**config.mk**
```make
export PLATFORM = sky130hd
export DESIGN_NAME = da_hash_filter
export DESIGN_NICKNAME = d
export VERILOG_FILES = /design/src/rtl/dahf_pkg.sv /design/src/rtl/dahf_crc_engine.sv /design/src/rtl/dahf_table_regs.sv /design/src/rtl/dahf_lookup.sv /design/src/rtl/da_hash_filter.sv
export SDC_FILE = /design/constraint.sdc
export NUM_CORES = 2
export LEC_CHECK = 0
export ABC_CLOCK_PERIOD_IN_PS = 5500
export BUFFER_PORTS_ARGS = -buffer_cell sky130_fd_sc_hd__buf_2
export CORE_UTILIZATION = 41
export CTS_BUF_LIST = sky130_fd_sc_hd__clkbuf_16
export CTS_CLUSTER_DIAMETER = 100
export DETAILED_ROUTE_END_ITERATION = 10
export PLACE_DENSITY = 0.64
export SETUP_SLACK_MARGIN = 0.1
export SYNTH_ARGS = -nofsm -noshare
export SYNTH_HDL_FRONTEND = slang
export SYNTH_SLANG_ARGS = --single-unit
```
**constraint.sdc**
```tcl
create_clock -name clk -period 5.5 [get_ports clk]
set_clock_uncertainty 0.15 [all_clocks]
set_input_delay 0.825 -clock clk [delete_from_list [all_inputs] [get_ports clk]]
set_output_delay 0.825 -clock clk [all_outputs]
set_load 0.02 [all_outputs]
```
**src/rtl/dahf_pkg.sv**
```systemverilog
package dahf_pkg;

    localparam int BYTE_W      = 8;
    localparam int ADDR_BYTES  = 6;
    localparam int CRC_W       = 32;
    localparam logic [CRC_W-1:0] CRC_POLY = 32'h04C1_1DB7;

    localparam int WORD_W      = 32;
    localparam int BANK_REGS   = 8;
    localparam int NUM_REGS    = 2 * BANK_REGS;
    localparam int REG_AW      = $clog2(NUM_REGS);
    localparam int REG_SEL_W   = $clog2(BANK_REGS);
    localparam int BIT_SEL_W   = $clog2(WORD_W);
    localparam int SPLIT_IDX_W = REG_SEL_W + BIT_SEL_W;
    localparam int EXT_IDX_W   = SPLIT_IDX_W + 1;

    typedef enum logic {
        BANK_IND = 1'b0,
        BANK_GRP = 1'b1
    } bank_e;

    typedef struct packed {
        bank_e                 bank;
        logic [REG_SEL_W-1:0]  reg_sel;
        logic [BIT_SEL_W-1:0]  bit_pos;
        logic                  enable;
    } dahf_slot_t;

    typedef struct packed {
        logic                  hit;
        logic [EXT_IDX_W-1:0]  index;
    } dahf_result_t;

    // One byte through the CRC shift register, least significant bit first.
    function automatic logic [CRC_W-1:0] crc_step_byte(
        input logic [CRC_W-1:0]  crc_in,
        input logic [BYTE_W-1:0] data
    );
        logic [CRC_W-1:0] c;
        logic             fb;
        c = crc_in;
        for (int i = 0; i < BYTE_W; i++) begin
            fb = c[CRC_W-1] ^ data[i];
            c  = {c[CRC_W-2:0], 1'b0} ^ (fb ? CRC_POLY : '0);
        end
        return c;
    endfunction

endpackage

```
**src/rtl/dahf_crc_engine.sv**
```systemverilog
module dahf_crc_engine
    import dahf_pkg::*;
#(
    parameter int NBYTES = ADDR_BYTES,
    parameter int IDX_W  = EXT_IDX_W
) (
    input  logic              clk,
    input  logic              rst,
    input  logic              byte_valid,
    input  logic              byte_first,
    input  logic [BYTE_W-1:0] byte_data,
    output logic [IDX_W-1:0]  crc_top,
    output logic              group_q,
    output logic              done_q
);
    localparam int CNT_W = $clog2(NBYTES + 1);

    logic [CRC_W-1:0] crc_q;
    logic [CNT_W-1:0] cnt_q;      // 0: idle, otherwise bytes taken so far
    logic [CRC_W-1:0] crc_base;
    logic [CNT_W-1:0] cnt_base;
    logic             take;
    logic             last;

    always_comb begin
        take     = byte_valid && (byte_first || (cnt_q != '0));
        crc_base = byte_first ? '1 : crc_q;
        cnt_base = byte_first ? '0 : cnt_q;
        last     = take && (cnt_base == CNT_W'(NBYTES - 1));
    end

    always_ff @(posedge clk) begin
        if (rst) begin
            crc_q   <= '1;
            cnt_q   <= '0;
            group_q <= 1'b0;
            done_q  <= 1'b0;
        end else begin
            done_q <= last;
            if (take) begin
                crc_q <= crc_step_byte(crc_base, byte_data);
                cnt_q <= last ? '0 : cnt_base + 1'b1;
            end
            if (byte_valid && byte_first) begin
                group_q <= byte_data[0];
            end
        end
    end

    assign crc_top = crc_q[CRC_W-1 -: IDX_W];

endmodule

```
**src/rtl/dahf_table_regs.sv**
```systemverilog
module dahf_table_regs
    import dahf_pkg::*;
#(
    parameter int NREGS = NUM_REGS,
    parameter int W     = WORD_W,
    parameter int AW    = $clog2(NREGS)
) (
    input  logic               clk,
    input  logic               rst,
    input  logic               wr_en,
    input  logic [AW-1:0]      addr,
    input  logic [W-1:0]       wdata,
    output logic [W-1:0]       rdata,
    output logic [NREGS*W-1:0] flat
);
    for (genvar g = 0; g < NREGS; g++) begin : g_word
        logic [W-1:0] word_q;
        always_ff @(posedge clk) begin
            if (rst) begin
                word_q <= '0;
            end else if (wr_en && (addr == AW'(g))) begin
                word_q <= wdata;
            end
        end
        assign flat[g*W +: W] = word_q;
    end

    always_comb begin
        rdata = '0;
        for (int k = 0; k < NREGS; k++) begin
            if (addr == AW'(k)) begin
                rdata = flat[k*W +: W];
            end
        end
    end

endmodule

```
**src/rtl/dahf_lookup.sv**
```systemverilog
module dahf_lookup
    import dahf_pkg::*;
(
    input  logic [EXT_IDX_W-1:0]       crc_top,
    input  logic                       frame_group,
    input  logic                       ext_mode,
    input  logic [NUM_REGS*WORD_W-1:0] table_flat,
    output dahf_result_t               result
);
    logic [EXT_IDX_W-1:0] idx;
    dahf_slot_t           slot;
    logic [REG_AW-1:0]    word_sel;
    logic [WORD_W-1:0]    word;

    always_comb begin
        slot = '0;
        if (ext_mode) begin
            idx         = crc_top;
            slot.bank   = bank_e'(crc_top[EXT_IDX_W-1]);
            slot.enable = frame_group;
        end else begin
            idx         = {1'b0, crc_top[EXT_IDX_W-1:1]};
            slot.bank   = frame_group ? BANK_GRP : BANK_IND;
            slot.enable = 1'b1;
        end
        slot.reg_sel = idx[SPLIT_IDX_W-1 -: REG_SEL_W];
        slot.bit_pos = idx[BIT_SEL_W-1:0];
        word_sel     = {slot.bank, slot.reg_sel};
        word         = table_flat[int'(word_sel)*WORD_W +: WORD_W];
        result.hit   = slot.enable && word[BIT_SEL_W'(WORD_W - 1) - slot.bit_pos];
        result.index = idx;
    end

endmodule

```
**src/rtl/da_hash_filter.sv**
```systemverilog
module da_hash_filter
    import dahf_pkg::*;
(
    input  logic                 clk,
    input  logic                 rst,
    input  logic                 ext_mode,
    input  logic                 byte_valid,
    input  logic                 byte_first,
    input  logic [BYTE_W-1:0]    byte_data,
    input  logic                 reg_wr,
    input  logic [REG_AW-1:0]    reg_addr,
    input  logic [WORD_W-1:0]    reg_wdata,
    output logic [WORD_W-1:0]    reg_rdata,
    output logic                 match_valid,
    output logic                 match_hit,
    output logic [EXT_IDX_W-1:0] match_index
);
    logic [EXT_IDX_W-1:0]       crc_top;
    logic                       crc_group;
    logic                       crc_done;
    logic [NUM_REGS*WORD_W-1:0] table_flat;
    dahf_result_t               look_res;
    dahf_result_t               res_q;
    logic                       valid_q;

    dahf_crc_engine #(
        .NBYTES (ADDR_BYTES),
        .IDX_W  (EXT_IDX_W)
    ) u_crc (
        .clk        (clk),
        .rst        (rst),
        .byte_valid (byte_valid),
        .byte_first (byte_first),
        .byte_data  (byte_data),
        .crc_top    (crc_top),
        .group_q    (crc_group),
        .done_q     (crc_done)
    );

    dahf_table_regs #(
        .NREGS (NUM_REGS),
        .W     (WORD_W),
        .AW    (REG_AW)
    ) u_table (
        .clk   (clk),
        .rst   (rst),
        .wr_en (reg_wr),
        .addr  (reg_addr),
        .wdata (reg_wdata),
        .rdata (reg_rdata),
        .flat  (table_flat)
    );

    dahf_lookup u_lookup (
        .crc_top     (crc_top),
        .frame_group (crc_group),
        .ext_mode    (ext_mode),
        .table_flat  (table_flat),
        .result      (look_res)
    );

    always_ff @(posedge clk) begin
        if (rst) begin
            valid_q <= 1'b0;
            res_q   <= '0;
        end else begin
            valid_q <= crc_done;
            if (crc_done) begin
                res_q <= look_res;
            end else begin
                res_q.hit <= 1'b0;
            end
        end
    end

    assign match_valid = valid_q;
    assign match_hit   = res_q.hit;
    assign match_index = res_q.index;

endmodule

```
Word-level counts from Yosys, hierarchy flattened --
Cells that the tools add are included. Widths: inputs -> output; s select.
Word-level totals: flip-flop bits (word level) 560, output and inout bits 43
Cells by class: add/sub/neg operators 2, magnitude comparators 1, equality and inequality tests 16, shifts and indexed selects 1, mux-type cells 33, bitwise logic cells 17, reduce and logical (&&, ||, !) cells 24
Operators with widths (count):
- $mux 32 | 17
- $shiftx 512x10->32 | 1
- $xor 32x32->32 | 8
- $mux 27 | 8
- $eq 4x4->1 const B | 8
- $logic_and 1x1->1 | 20
- $eq 4x3->1 const B | 4
- $mux 9 | 1
- $eq 4x2->1 const B | 2
- $xor 1x1->1 | 8
- $lt 5x6->1 const B | 1
- $mux 3 | 2
- $bmux 1 s5 | 1
- $sub 5x5->5 const A | 1
- $eq 4x1->1 const B | 1
- $logic_not 4->1 | 1
- $mux 1 | 4
- $add 3x1->3 const B | 1
- $eq 3x3->1 const B | 1
- $reduce_bool 3->1 | 1
- $reduce_or 2->1 | 1
- $logic_or 1x1->1 | 1
- $not 1->1 | 1

Depth between registers and ports, before layout --
word-level depth 25, depth in mapped cells 15

Modules after synthesis --
Synthesis repeated with hierarchy kept, for this count alone.
Unflattened totals: cells, all modules 4581, area total of the unflattened synthesis 33268.2 µm²
Modules (own cells, without submodules):
- dahf_table_regs | times used 1, cells an instance 3114, area each 23157.2 µm²
- dahf_lookup | times used 1, cells an instance 1119, area each 7026.7 µm²
- dahf_crc_engine | times used 1, cells an instance 315, area each 2703.8 µm²
- da_hash_filter | times used 1, cells an instance 33, area each 380.4 µm²

Least setup slack after synthesis --
No wires, ideal clock.
kind input -> output, start point input reg_addr[1], end point output reg_rdata[21], arrival 3.090 ns, data required time 4.525 ns, setup slack 1.435 ns, stages 9, cell sequence clkbuf_1 -> buf_2 -> buf_1 -> clkbuf_1 -> buf_1 -> mux2i_1 -> nor2_1 -> a21oi_1 -> o21ai_0
Between the ends: longest elaborated chain between the ends 17, elaborated cells between the ends (all ways) 32
Ends and longest elaborated chain:
- from (decl) | line da_hash_filter.sv:11 | input logic [REG_AW-1:0] reg_addr,
- $logic_not 4->1 | line dahf_table_regs.sv:31 | if (addr == AW'(k)) begin
- $mux 32 (15 in a row) | line dahf_table_regs.sv:31
- $mux 32 (*) | line dahf_table_regs.sv:31
- to (decl) | line da_hash_filter.sv:13 | output logic [WORD_W-1:0] reg_rdata,
Mark *: on every way between the ends. The rest lies on a longest branch, timed or not.

Worst setup path in the final report --
start point input reg_addr[1], end point output reg_rdata[6]
Same word-level chain as after synthesis.

==> impl_metrics.ini <==
[finish]
final_util_pct = 45.7
final_common_cell = nand2_1
area_growth_pct = 9.83
drive_above_1_share_pct = 9.82
final_cell_mix = nand2_1 (1499), a21oi_1 (670), dfxtp_1 (558)
fin_nets = 4149

[synth]
ys_ff_latch = 560
synthCells = 4240
synth_top_area_cell = dfxtp_1
synth_edf_count = 0
synth_flop_cell = dfxtp_1
syn_nets = 4292
ys_seq_area_share_pct = 37.5
synth_top_area_share_pct = 37.5
synthArstFlopShare_pct = 0
synth_area_um2 = 29900
ys_warn_count = 0
ys_types = 69
avgSynthCellArea_um2 = 7.04
ys_top_cells_by_area = dfxtp_1 (38%), nand2_1 (19%), a21oi_1 (11%), clkbuf_1 (4.2%), mux2i_1 (3.3%)

[floorplan]
die_y_um = 272
placementRows = 98
die_w_um = 272
initial_core_util_pct = 41.6
fp.dieArea_um2 = 73900
core-area_um2 = 71700
num_io_pins = 93

[critical_path]
arrival_ps = 3700
r2r_slack_ps = 1620
r2r-end = match_hit
cp_num_buf_inv = 4
cp_max_fo = 33
rr_startpoint = u_crc.crc_q[30]
criticalPathCategory = input pin to primary output
r2r_cells = 9
cp_top_family = buffers and inverters
cp_slowest_stage_delay_ps = 490
crit_required_ps = 4530
crit_path_cell_trace = buf_4 -> inv_1 -> buf_4 -> nor2_1 -> a21oi_1 -> a211oi_1 -> nand2_1 -> a31oi_1 -> o22ai_1 -> a31oi_1 -> buf_2
start_kind = input pin
slowest_stage = buf_4
crit_path_end_kind = primary output

[place]
dp_hpwl_um = 80900
gp_congestion = 1.01
port_buffers = 92
post-place-ws_ps = 999

[global_routing]
grt_usage_pct = 32.2
grt_pass1_vias = 27900
grt_start_max_net_pins = 197
overflow = 0
antenna_found_initial = 4
grt_pass1_wl_um = 183000

[detailed_routing]
vias = 31200
drcViolationCount = 0
drt_iter0_drc = 4926
wl_per_cell_um = 24.2
drt_pass1_iterations = 6
routed_wl_um = 123000
drtAntennaViolNets = 0
drt-vias-per-instance = 6.12

[sta]
finalCritPeriodShare_pct = 84.9
rsz0062_at_grt = no
fmax_mhz = 214
hold_violations = 0
slew_headroom_pct = 11.5
worstMarginPinSlew_ps = 1320
slew_violations = 0
min_period_ps = 4670
setup_violations = 0
worst_slack_ps = 829
totalNegativeSetupSlack_ps = 0

[cts]
hold_buffers = 0
post-cts-setup-buffer-count = 0
path_clk_slew_ps = 60
cts-root-buf = clkbuf_16
h-tree-depth = 2
post_cts_resized = 0
cts_buffers = 61
clkSinkCount = 560
ctsLongestPathBuffers = 3
worstSkewPairLatency_ps = 660
cts_tree = yes

[min_path]
holdPathEnd = u_crc.cnt_q[0]
hp-start = byte_valid
min_path_type = input pin to register
holdPathStages = 2

[run_status]
outcome = finished clean

[power_and_ir_drop]
sw_frac_of_total_pct = 31.4
total_leakage_power_uw = 0.0115
power_frac_clock_pct = 39.4
p_per_area_nw_per_um2 = 303
switching_power_uw = 3110
peakVddDrop_mv = 0.265
seq_power_share_pct = 42.7
p_comb_share_pct = 17.9
p_int_uw = 6810

[run]
maxCapViolations = 0
==> sequential cells by signal (all words and copies together), names as in the netlist <==
register,count
match_hit,1
match_index,9
match_valid,1
u_crc.cnt_q,3
u_crc.crc_q,32
u_crc.done_q,1
u_crc.group_q,1
u_table.g_word.word_q,512
==> synthesized netlist by cell type (all sizes together) (11+ instances only) <==
master / count
a211o: 32
inv: 12
a21oi: 671
xnor2: 67
nor3: 18
nor4: 13
a221oi: 18
xor2: 13
nand3: 179
o22ai: 35
and3: 11
nor2b: 11
o21ai: 83
buf: 86
o221ai: 17
mux4: 41
and2: 16
nor2: 160
clkbuf: 333
mux2i: 97
a22oi: 66
nand2: 1500
mux2: 38
dfxtp: 560
a31oi: 30
==> power groups by stage <==
stage,Sequential [uW],Combinational (uW),Clock (uW)
4_1_cts,4230,1710,3920
6_report,4240,1770,3910
3_3_place_gp,4320,1690,0
2_1_floorplan,4270,1150,0
3_5_place_dp,4320,1700,0
5_1_grt,4250,1850,4090
==> per-layer routing <==
metal	GRT usage [%]	share of wire, %	wire, um	vias up
li1	-	-	-	14100
met1	44.7	41	50700	14700
met2	47.9	43	52600	2023
met3	7.64	12	14900	331
met4	12.8	4.0	4980	6
met5	0	0.031	38	-
==> cell families (layout without fill, tap and decap cells) <==
logic type / count (synthesis) / after routing / synth area share, %
compound gates: 1040 / 1040 / 20.2
xor+xnor: 80 / 80 / 2.42
fa+ha+maj: 2 / 2 / 0.0838
buf+inv: 431 / 334 / 5.74
flops: 560 / 560 / 37.5
mux: 176 / 176 / 7.78
other cells: 0 / 2 / 0
simple gates: 1951 / 1951 / 26.2
==> worst max path at each step <==
stage,startpoint,endpoint,cells after the start
finish,reg_addr[1],reg_rdata[6],11
floorplan,reg_addr[1],reg_rdata[21],9
CTS,reg_addr[1],reg_rdata[16],10
detailed placement,reg_addr[1],reg_rdata[16],10
global route,reg_addr[1],reg_rdata[16],10
global placement,reg_addr[1],reg_rdata[15],10
==> per-stage QoR <==
| step | power (uW) | cells | hold WS, ps | instance area (um^2) |
|---|---|---|---|---|
| 4_1_cts | 9860 | 5093 | 298 | 32800 |
| 6_report | 9930 | 5095 | 309 | 32800 |
| 3_5_place_dp | 6020 | 4984 | 300 | 31000 |
| 5_1_grt | 10200 | 5094 | 326 | 32800 |
| 2_1_floorplan | 5410 | 4240 | 286 | 29900 |
| 3_3_place_gp | 6020 | 4984 | 292 | 31000 |
==> final cells by class <==
type	count	area [um^2]
inverters	12	45.0
diodes	2	5.00
multi-input cells	3249	17100
repair buffers	213	1460
clock inverters	48	283
flip-flops and latches	560	11200
fillers	7208	38900
well taps	950	1190
clock buffers	61	1530
Note: power is estimated with default switching activity, not from simulation.
